[src/rtl/rx_pkg.sv]
package rx_pkg;
  localparam int unsigned HDR_BYTES = 11;
  localparam int unsigned ADDR_LO   = 3;   // byte index of address LSB
  localparam logic [2:0]  OP_PUT_FULL = 3'd0;
  localparam logic [2:0]  OP_PUT_PART = 3'd1;
  localparam logic [2:0]  OP_GET      = 3'd4;

  function automatic logic op_is_put(input logic [2:0] op);
    return (op == OP_PUT_FULL) || (op == OP_PUT_PART);
  endfunction

  function automatic logic op_legal(input logic [2:0] op);
    return op_is_put(op) || (op == OP_GET);
  endfunction
endpackage

[src/rtl/rx_nib_asm.sv]
module rx_nib_asm #(
  parameter int unsigned IDX_W = 5
) (
  input  logic             clk_i,
  input  logic             rst_ni,
  input  logic [3:0]       nib_i,
  input  logic             frame_i,
  input  logic [IDX_W-1:0] len_i,
  output logic             start_o,
  output logic             byte_vld_o,
  output logic [7:0]       byte_o,
  output logic [IDX_W-1:0] idx_o,
  output logic             abort_o
);
  logic             active_q, hi_q, abort_q;
  logic [3:0]       lo_q;
  logic [IDX_W-1:0] idx_q;

  assign start_o    = frame_i;
  assign byte_vld_o = active_q && hi_q && !frame_i;
  assign byte_o     = {nib_i, lo_q};
  assign idx_o      = idx_q;
  assign abort_o    = abort_q;

  always_ff @(posedge clk_i or negedge rst_ni) begin
    if (!rst_ni) begin
      active_q <= 1'b0;
      hi_q     <= 1'b0;
      lo_q     <= '0;
      idx_q    <= '0;
      abort_q  <= 1'b0;
    end else begin
      abort_q <= frame_i && active_q;
      if (frame_i) begin
        active_q <= 1'b1;
        hi_q     <= 1'b1;
        lo_q     <= nib_i;
        idx_q    <= '0;
      end else if (active_q) begin
        if (!hi_q) begin
          lo_q <= nib_i;
          hi_q <= 1'b1;
        end else begin
          hi_q  <= 1'b0;
          idx_q <= idx_q + IDX_W'(1);
          if (idx_q == len_i - IDX_W'(1)) active_q <= 1'b0;
        end
      end
    end
  end
endmodule

[src/rtl/rx_check.sv]
module rx_check #(
  parameter int unsigned IDX_W = 5
) (
  input  logic             byte_vld_i,
  input  logic [7:0]       byte_i,
  input  logic [IDX_W-1:0] idx_i,
  output logic             bad_o
);
  import rx_pkg::*;
  logic hdr_bad, addr_bad;

  always_comb begin
    hdr_bad  = (idx_i == '0) &&
               ((byte_i[7:6] != 2'b00) || byte_i[3] || !op_legal(byte_i[2:0]));
    addr_bad = (idx_i == IDX_W'(ADDR_LO)) && (byte_i[2:0] != 3'b000);
    bad_o    = byte_vld_i && (hdr_bad || addr_bad);
  end
endmodule

[src/rtl/rx_fields.sv]
module rx_fields #(
  parameter int unsigned ADDR_BYTES = 8,
  parameter int unsigned DATA_BYTES = 8,
  parameter int unsigned IDX_W      = 5
) (
  input  logic                    clk_i,
  input  logic                    rst_ni,
  input  logic                    start_i,
  input  logic                    byte_vld_i,
  input  logic [7:0]              byte_i,
  input  logic [IDX_W-1:0]        idx_i,
  output logic [IDX_W-1:0]        len_o,
  output logic                    last_o,
  output logic [7:0]              hdr_nxt_o,
  output logic [7:0]              tid_nxt_o,
  output logic [7:0]              mask_nxt_o,
  output logic [8*ADDR_BYTES-1:0] addr_nxt_o,
  output logic [8*DATA_BYTES-1:0] data_nxt_o,
  output logic                    err_nxt_o
);
  import rx_pkg::*;
  localparam int unsigned DATA_LO = ADDR_LO + ADDR_BYTES;

  logic [7:0]              hdr_q, tid_q, mask_q;
  logic [8*ADDR_BYTES-1:0] addr_q;
  logic [8*DATA_BYTES-1:0] data_q;
  logic                    err_q, bad;

  rx_check #(.IDX_W(IDX_W)) u_check (
    .byte_vld_i(byte_vld_i), .byte_i(byte_i), .idx_i(idx_i), .bad_o(bad)
  );

  always_comb begin
    hdr_nxt_o  = (byte_vld_i && idx_i == IDX_W'(0)) ? byte_i : hdr_q;
    tid_nxt_o  = (byte_vld_i && idx_i == IDX_W'(1)) ? byte_i : tid_q;
    mask_nxt_o = (byte_vld_i && idx_i == IDX_W'(2)) ? byte_i : mask_q;
    err_nxt_o  = err_q | bad;
    len_o      = IDX_W'(HDR_BYTES) +
                 (op_is_put(hdr_q[2:0]) ? (IDX_W'(1) << hdr_q[5:4]) : IDX_W'(0));
    last_o     = byte_vld_i && (idx_i == len_o - IDX_W'(1));
  end

  for (genvar a = 0; a < ADDR_BYTES; a++) begin : g_addr
    assign addr_nxt_o[8*a +: 8] =
      (byte_vld_i && idx_i == IDX_W'(ADDR_LO + a)) ? byte_i : addr_q[8*a +: 8];
  end

  for (genvar d = 0; d < DATA_BYTES; d++) begin : g_data
    assign data_nxt_o[8*d +: 8] =
      (byte_vld_i && idx_i == IDX_W'(DATA_LO + d)) ? byte_i : data_q[8*d +: 8];
  end

  always_ff @(posedge clk_i or negedge rst_ni) begin
    if (!rst_ni) begin
      hdr_q  <= '0;
      tid_q  <= '0;
      mask_q <= '0;
      addr_q <= '0;
      data_q <= '0;
      err_q  <= 1'b0;
    end else if (start_i) begin
      data_q <= '0;
      err_q  <= 1'b0;
    end else begin
      hdr_q  <= hdr_nxt_o;
      tid_q  <= tid_nxt_o;
      mask_q <= mask_nxt_o;
      addr_q <= addr_nxt_o;
      data_q <= data_nxt_o;
      err_q  <= err_nxt_o;
    end
  end
endmodule

[src/rtl/nib_req_rx.sv]
module nib_req_rx #(
  parameter int unsigned ADDR_W = 64,
  parameter int unsigned DATA_W = 64
) (
  input  logic              clk_i,
  input  logic              rst_ni,
  input  logic [3:0]        nib_i,
  input  logic              frame_i,
  output logic              req_valid_o,
  output logic              req_err_o,
  output logic [2:0]        req_opcode_o,
  output logic [1:0]        req_size_o,
  output logic [7:0]        req_tid_o,
  output logic [7:0]        req_mask_o,
  output logic [ADDR_W-1:0] req_addr_o,
  output logic [DATA_W-1:0] req_data_o,
  output logic              abort_o
);
  import rx_pkg::*;
  localparam int unsigned ADDR_BYTES = ADDR_W / 8;
  localparam int unsigned DATA_BYTES = DATA_W / 8;
  localparam int unsigned MAX_BYTES  = HDR_BYTES + DATA_BYTES;
  localparam int unsigned IDX_W      = $clog2(MAX_BYTES + 1);

  logic             start, byte_vld, last, err_nxt;
  logic [7:0]       byte_val, hdr_nxt, tid_nxt, mask_nxt;
  logic [IDX_W-1:0] idx, len;
  logic [ADDR_W-1:0] addr_nxt;
  logic [DATA_W-1:0] data_nxt;

  rx_nib_asm #(.IDX_W(IDX_W)) u_asm (
    .clk_i(clk_i), .rst_ni(rst_ni), .nib_i(nib_i), .frame_i(frame_i),
    .len_i(len), .start_o(start), .byte_vld_o(byte_vld), .byte_o(byte_val),
    .idx_o(idx), .abort_o(abort_o)
  );

  rx_fields #(.ADDR_BYTES(ADDR_BYTES), .DATA_BYTES(DATA_BYTES), .IDX_W(IDX_W)) u_fields (
    .clk_i(clk_i), .rst_ni(rst_ni), .start_i(start), .byte_vld_i(byte_vld),
    .byte_i(byte_val), .idx_i(idx), .len_o(len), .last_o(last),
    .hdr_nxt_o(hdr_nxt), .tid_nxt_o(tid_nxt), .mask_nxt_o(mask_nxt),
    .addr_nxt_o(addr_nxt), .data_nxt_o(data_nxt), .err_nxt_o(err_nxt)
  );

  always_ff @(posedge clk_i or negedge rst_ni) begin
    if (!rst_ni) begin
      req_valid_o  <= 1'b0;
      req_err_o    <= 1'b0;
      req_opcode_o <= '0;
      req_size_o   <= '0;
      req_tid_o    <= '0;
      req_mask_o   <= '0;
      req_addr_o   <= '0;
      req_data_o   <= '0;
    end else begin
      req_valid_o <= last;
      if (last) begin
        req_err_o    <= err_nxt;
        req_opcode_o <= hdr_nxt[2:0];
        req_size_o   <= hdr_nxt[5:4];
        req_tid_o    <= tid_nxt;
        req_mask_o   <= mask_nxt;
        req_addr_o   <= addr_nxt;
        req_data_o   <= data_nxt;
      end
    end
  end
endmodule

[config.mk]
export PLATFORM = sky130hd
export DESIGN_NAME = nib_req_rx
export DESIGN_NICKNAME = d
export VERILOG_FILES = /design/src/rtl/rx_pkg.sv /design/src/rtl/rx_nib_asm.sv /design/src/rtl/rx_check.sv /design/src/rtl/rx_fields.sv /design/src/rtl/nib_req_rx.sv
export SDC_FILE = /design/constraint.sdc
export NUM_CORES = 1
export LEC_CHECK = 0
export ABC_CLOCK_PERIOD_IN_PS = 3260
export BUFFER_PORTS_ARGS = -buffer_cell sky130_fd_sc_hd__buf_2
export CORE_AREA = 2 2 153 155
export DETAILED_ROUTE_END_ITERATION = 12
export DIE_AREA = 0 0 155 157
export PLACE_DENSITY = 0.85
export RECOVER_POWER = 50
export SLEW_MARGIN = 20
export SYNTH_ARGS = -nofsm -noshare
export SYNTH_HDL_FRONTEND = slang
export SYNTH_SLANG_ARGS = --single-unit
[constraint.sdc]
create_clock -name clk_i -period 3.26 [get_ports clk_i]
set_input_delay 0.163 -clock clk_i [delete_from_list [all_inputs] [get_ports clk_i]]
set_output_delay 0.163 -clock clk_i [all_outputs]
set_load 0.01 [all_outputs]
==> impl_metrics.tcl, run 1 <==
set metrics [dict create \
    hold_viol_final 0 \
    cts_buffers 31 \
    critPathBufInv 1 \
    powerDensity_nw_per_um2 663 \
    startpoint_type "flip-flop" \
    synth_top_family_by_area "multiplexers" \
    pin_count 159 \
    wirelength_um 27900 \
    arrival_ns 3.05 \
    tns_ns 0 \
    async_flop_share 1.00 \
    synth_compound_area_frac 0.0662 \
    start_util 0.548 \
    synth_top_flop_cell "dfrtp_1" \
    first_pass_iters 5 \
    cts_resized 0 \
    clock.fmax_mhz 381 \
    dr_wl_met3_um 1980 \
    dr_wl_met2_um 13100 \
    route.detailed.drc 0 \
    wl_met1_um 12400 \
    status "finished with violations" \
    clkLatencyLatePin_ns 0.55 \
    synth_fa_ha_area_frac 0.00609 \
    port_buffers 158 \
    antenna_cells 0 \
    min_period_ns 2.62 \
    ant_nets 0 \
    cp.required_ns 3.69 \
    maxUsedRoutingLayer "met4" \
    setup_viol 0 \
    cp-end-kind "flip-flop" \
    muxShareOfSynthArea 0.212 \
    peakVddDrop_mv 0.495 \
    gr-total-overflow 0 \
    dp.final_hpwl_um 16600 \
    path_cells "nor4b_1 -> ha_1 -> xnor2_1 -> or3_1 -> nand2_2 -> and3_4 -> buf_12 -> mux2_2" \
    failed_checks "capacitance limit, slew limit" \
    crit_path_top_delay_cell "dfrtp_1" \
    crit_family "simple AND/OR/NAND/NOR gates" \
    cts_tree "yes" \
    seq_area_frac_synth 0.636 \
    maxCapViolCount 1 \
    syn_area_um2 12300 \
    ys_warn_count 0 \
    rows 55 \
    drive_above_1_share 0.295 \
    ys_ff_latch 313 \
    grt_antenna_before_repair 0 \
    finClkSkew_ns 0.00901 \
    wl_per_cell_um 20.6 \
    cp-startpoint "u_fields.hdr_q[1]" \
    syn_nets 924 \
    cts_setup_buffers 0 \
    die_w_um 155 \
    yosys.area_share.simple 0.0467 \
    vias 7919 \
    layout_commonest_cell "dfrtp_1" \
    coreArea_um2 22500 \
    fp.dieArea_um2 24300 \
    finalCritPeriodShare 0.805 \
    via_per_inst 5.84 \
    grt_pass1_vias 7967 \
    slew_headroom -0.513 \
    postPlaceCellArea_um2 13300 \
    clkSinkCount 313 \
    hp-class "input port to flip-flop" \
    crit_path_max_fanout 77 \
    min_from "nib_i[3]" \
    final_cell_mix "dfrtp_1 (312), mux2_2 (155), buf_2 (84)" \
    place_congestion 0.805 \
    die_y_um 157 \
    htree_levels 1 \
    layout.nets 1060 \
    avgSynthCellArea_um2 13.5 \
    fin_area_um2 14300 \
    max_stage_delay_ns 0.44 \
    groute.usage.overall 0.231 \
    synth_edf_count 0 \
    worstSetupPathType "flip-flop to flip-flop" \
    path_clk_slew_ns 0.06 \
    timing.rr.start "u_fields.hdr_q[1]" \
    synth.distinct_cells 37 \
    p_leak_uw 0.00716 \
    initialDrtViolationCount 591 \
    rsz0062_at_grt "no" \
    grt_max_degree 88 \
    synthCells 911 \
    cts_root_buffer "clkbuf_16" \
    fin_cells 1355 \
    area_growth_pct 15.7 \
    cts_buffer_depth 3 \
    grt_pass1_wl_um 44400 \
    final_max_slew_viol_count 85 \
    placed_cells_incl_taps 1298 \
    synth_xor_area_frac 0.00498 \
    power_uw 9450 \
    worstMarginPinSlew_ns 2.27 \
]
-- layout make-up --
class                      instances  area, µm²
timing repair buffer             173        877
clock inverter                    15        160
sequential                       313       7830
clock buffer                      41        863
fill                            1683       8240
multi-input combinational        524       4150
tap                              285        357
inverter                           4       15.0
-- Yosys cell counts (2+ instances only) --
cell type / number / area share
xnor2_1: 4 / 0.0028
nor2_2: 4 / 0.0020
and3_1: 3 / 0.0015
a31oi_1: 65 / 0.033
mux2_2: 155 / 0.14
buf_2: 7 / 0.0028
and2_1: 4 / 0.0020
buf_6: 4 / 0.0037
dfrtp_1: 313 / 0.64
nor2_1: 71 / 0.022
mux2_1: 19 / 0.017
inv_1: 3 / 0.00091
xor2_1: 3 / 0.0021
nand3_1: 7 / 0.0028
clkbuf_1: 48 / 0.015
a21oi_1: 76 / 0.031
nand3b_1: 2 / 0.0012
mux2i_1: 65 / 0.053
buf_4: 9 / 0.0055
nand2_1: 26 / 0.0079
ha_1: 6 / 0.0061
buf_1: 2 / 0.00061
-- state kept, by name (all words and copies together), names as in the netlist --
signal	count
u_asm.abort_o	1
req_tid_o	8
u_fields.tid_q	8
u_fields.addr_q	64
u_fields.data_q	64
req_data_o	64
u_fields.err_q	1
req_err_o	1
req_opcode_o	3
u_fields.hdr_q	5
u_asm.active_q	1
u_asm.hi_q	1
u_fields.mask_q	8
req_size_o	2
req_mask_o	8
u_asm.lo_q	4
u_asm.idx_o	5
req_addr_o	64
req_valid_o	1
-- tightest hold or removal path, delay by kind of cell --
kind	cells	cell delay, ns
AO/OA/AOI/OAI	1	0.06
AND/OR/NAND/NOR	1	0.12
buffers and inverters	1	0.27
-- metal layers --
| layer | up-vias | track usage |
|---|---|---|
| met5 | - | 0 |
| met4 | 0 | 0.0578 |
| met3 | 38 | 0.0432 |
| met2 | 312 | 0.360 |
| met1 | 4071 | 0.341 |
| li1 | 3498 | - |
-- metrics by stage --
stage / utilization / worst slack [ns] / hold WS (ns)
after floorplan: - / 0.833 / -0.133
after global placement: 0.592 / 0.707 / 0.223
after detailed placement: 0.592 / 0.673 / 0.227
after CTS: 0.638 / 0.644 / 0.0991
after global routing: 0.634 / 0.479 / 0.112
final: 0.634 / 0.635 / 0.115
-- logic make-up after synthesis --
logic type      count (synthesis)
buf+inv                        74
flops                         313
compound gates                145
fa+ha+maj                       6
xor+xnor                        7
simple gates                  127
mux                           239
-- power by group --
group / total, µW / switching (µW) / leakage, µW / internal, µW
registers: 4600 / 261 / 0.00428 / 4340
logic: 1280 / 777 / 0.00236 / 506
clock network: 3570 / 1480 / 0.000511 / 2090
total: 9450 / 2510 / 0.00716 / 6940
-- final timing paths --
| check | cells after the start | to | slack [ns] |
|---|---|---|---|
| max reg2reg | 8 | req_mask_o[6] | 0.64 |
| max in group asynchronous | 3 | u_fields.tid_q[5] | 1.01 |
| min reg2reg | 2 | u_fields.err_q | 0.49 |
| min | 3 | u_fields.data_q[39] | 0.11 |
| max | 8 | req_mask_o[6] | 0.64 |
| min in group asynchronous | 2 | req_data_o[31] | 0.83 |
-- timing repair --
| item | in CTS | in global routing |
|---|---|---|
| setup endpoints to repair | 0 | 0 |
| hold buffers | 1 | 0 |
| hold endpoints to repair | 83 | 0 |
Power figures use the tool's default switching activity.
==> run 2, diff against run 1 <==
--- a/config.mk
+++ b/config.mk
@@ -5,12 +5,12 @@
 export SDC_FILE = /design/constraint.sdc
 export NUM_CORES = 1
 export LEC_CHECK = 0
-export ABC_CLOCK_PERIOD_IN_PS = 3260
+export ABC_CLOCK_PERIOD_IN_PS = 2410
 export BUFFER_PORTS_ARGS = -buffer_cell sky130_fd_sc_hd__buf_2
-export CORE_AREA = 2 2 153 155
+export CORE_AREA = 2 2 157 159
 export DETAILED_ROUTE_END_ITERATION = 12
-export DIE_AREA = 0 0 155 157
-export PLACE_DENSITY = 0.85
+export DIE_AREA = 0 0 159 161
+export PLACE_DENSITY = 0.84
 export RECOVER_POWER = 50
 export SLEW_MARGIN = 20
 export SYNTH_ARGS = -nofsm -noshare
==> constraint.sdc (replaced) <==
create_clock -name clk_i -period 2.41 [get_ports clk_i]
set_input_delay 0.1205 -clock clk_i [delete_from_list [all_inputs] [get_ports clk_i]]
set_output_delay 0.1205 -clock clk_i [all_outputs]
set_load 0.01 [all_outputs]
==> run 2 against run 1 <==
Against the previous run:
- the run ends with capacitance limit, slew limit, setup timing left
- combinational power is 51% higher
- global-route usage down 0.92 points
- total power rose by 36%
- register-to-register slack worse by 0.72 ns
- largest power group unchanged
- highest routed layer unchanged
==> impl_metrics.tcl, run 2 (synthesized netlist as in run 1, its figures left out) <==
set metrics [dict create \
    status "finished with violations" \
    failed_checks "capacitance limit, slew limit, setup timing" \
    startpoint_type "flip-flop" \
    cts_tree "yes" \
    pre_cts_ws_ns -0.111 \
    hold_viol_final 0 \
    pin_count 159 \
    grt_max_degree 78 \
    clkSinkCount 313 \
    powerDensity_nw_per_um2 862 \
    wl_met1_um 13000 \
    wirelength_um 30100 \
    finalCritPeriodShare 1.04 \
    slew_headroom -0.285 \
    die_y_um 161 \
    rsz0062_at_grt "yes" \
    fin_area_um2 14900 \
    fin_ws_ns -0.0880 \
    clock.fmax_mhz 400 \
    antenna_cells 0 \
    min_period_ns 2.50 \
    finClkSkew_ns 0.00824 \
    maxUsedRoutingLayer "met4" \
    min_from "nib_i[0]" \
    n_fill_cell 1827 \
    via_per_inst 5.71 \
    maxCapViolCount 1 \
    clkLatencyLatePin_ns 0.55 \
    postPlaceCellArea_um2 13600 \
    r2r-end "req_tid_o[7]" \
    hold_slack_ns 0.122 \
    hp-class "input port to flip-flop" \
    peakVddDrop_mv 0.541 \
    cp-startpoint "u_fields.hdr_q[1]" \
    port_buffers 158 \
    grt_pass1_vias 7991 \
    reg2reg_slack_ns -0.09 \
    coreArea_um2 24000 \
    first_pass_iters 6 \
    grt_pass1_wl_um 45500 \
    min_to "u_fields.data_q[36]" \
    wl_per_cell_um 21.0 \
    placed_cells_incl_taps 1362 \
    route.detailed.drc 0 \
    fp.dieArea_um2 25600 \
    initialDrtViolationCount 704 \
    crit_path_top_delay_cell "dfrtp_2" \
    final_max_slew_viol_count 76 \
    fin_cells 1431 \
    timing.rr.start "u_fields.hdr_q[1]" \
    worstSetupPathType "flip-flop to flip-flop" \
    die_w_um 159 \
    power_uw 12800 \
    place_congestion 0.833 \
    multi_input_area_um2 4280 \
    dr_wl_met2_um 14500 \
    rows 57 \
    dp.final_hpwl_um 17400 \
    cts_buffers 31 \
    cp-end-kind "flip-flop" \
    layout_commonest_cell "dfrtp_1" \
    grt_antenna_before_repair 0 \
    cts_root_buffer "clkbuf_16" \
    path_cells "nor4b_4 -> ha_2 -> xnor2_2 -> or3_4 -> nand2_2 -> and3_4 -> buf_12 -> buf_6 -> mux2_2" \
    rr_worst_depth 9 \
    worstMarginPinSlew_ns 1.93 \
    hold_depth 3 \
    cp.required_ns 2.84 \
    setup_viol 83 \
    layout.nets 1096 \
    groute.usage.overall 0.222 \
    arrival_ns 2.93 \
    max_stage_delay_ns 0.44 \
    dr_wl_met3_um 1830 \
    htree_levels 1 \
    vias 8171 \
    final_cell_mix "dfrtp_1 (310), mux2_2 (136), buf_2 (135)" \
    start_util 0.514 \
    path_clk_slew_ns 0.06 \
    drive_above_1_share 0.370 \
    area_growth_pct 20.7 \
    p_leak_uw 0.00760 \
    crit_path_max_fanout 9 \
    ant_nets 0 \
    cts_buffer_depth 3 \
    gr-total-overflow 0 \
    ff_latch_area_um2 7840 \
]
run 2: cell types whose count changed in the layout (fill, tap and decap cells not counted), sizes merged:
cell	previous run	this run
inv	6	5
bufinv	3	1
buf	98	179
clkinvlp	1	0
clkbuf	115	78
clkinv	9	6
run 2: worst max path at each step:
| stage | end | slack (ns) | depth (start not counted) |
|---|---|---|---|
| after floorplan | req_addr_o[5] | 0.003 | 10 |
| after detailed placement | req_data_o[31] | -0.11 | 7 |
| after CTS | req_addr_o[53] | -0.04 | 7 |
| after global routing | req_tid_o[7] | -0.16 | 9 |
| final | req_tid_o[7] | -0.09 | 9 |
| after global placement | req_data_o[24] | 0.02 | 7 |
run 2: area by class of cell:
cell class / count / area share
clock buffer: 49 / 0.0621
clock inverter: 8 / 0.00488
inverter: 4 / 0.00101
multi-input combinational: 524 / 0.288
sequential: 313 / 0.527
tap: 324 / 0.0273
timing repair buffer: 209 / 0.0899
run 2: layer usage:
metal,vias to the layer above,track usage
met5,-,0
met4,0,0.0579
met3,61,0.0388
met2,347,0.356
met1,4199,0.319
li1,3564,-
run 2: power breakdown:
| part | internal, µW | switching, µW | total [µW] |
|---|---|---|---|
| Clock | 2720 | 1950 | 4680 |
| Combinational | 809 | 1120 | 1930 |
| Sequential | 5870 | 346 | 6220 |
| Total | 9400 | 3420 | 12800 |
run 2: repair_timing:
action / CTS / global route
pin swaps: 0 / 1
setup buffers: 0 / 5
resized for setup: 4 / 40
setup endpoints to repair: 150 / 150
gates cloned: 0 / 6
hold buffers: 1 / 0
hold endpoints to repair: 72 / 0
run 2: through the flow:
step	TNS, ns	util
finish	-4.26	0.620
global route	-13.71	0.620
floorplan	0	-
global placement	0	0.566
detailed placement	-8.37	0.566
CTS	-0.984	0.609
run 2: critical path, delay by kind of cell, from the launching register on:
kind	cells	cell delay, ns
simple gates	4	0.92
flops	1	0.44
xor+xnor	1	0.07
mux	1	0.35
fa+ha+maj	1	0.24
buf+inv	2	0.34
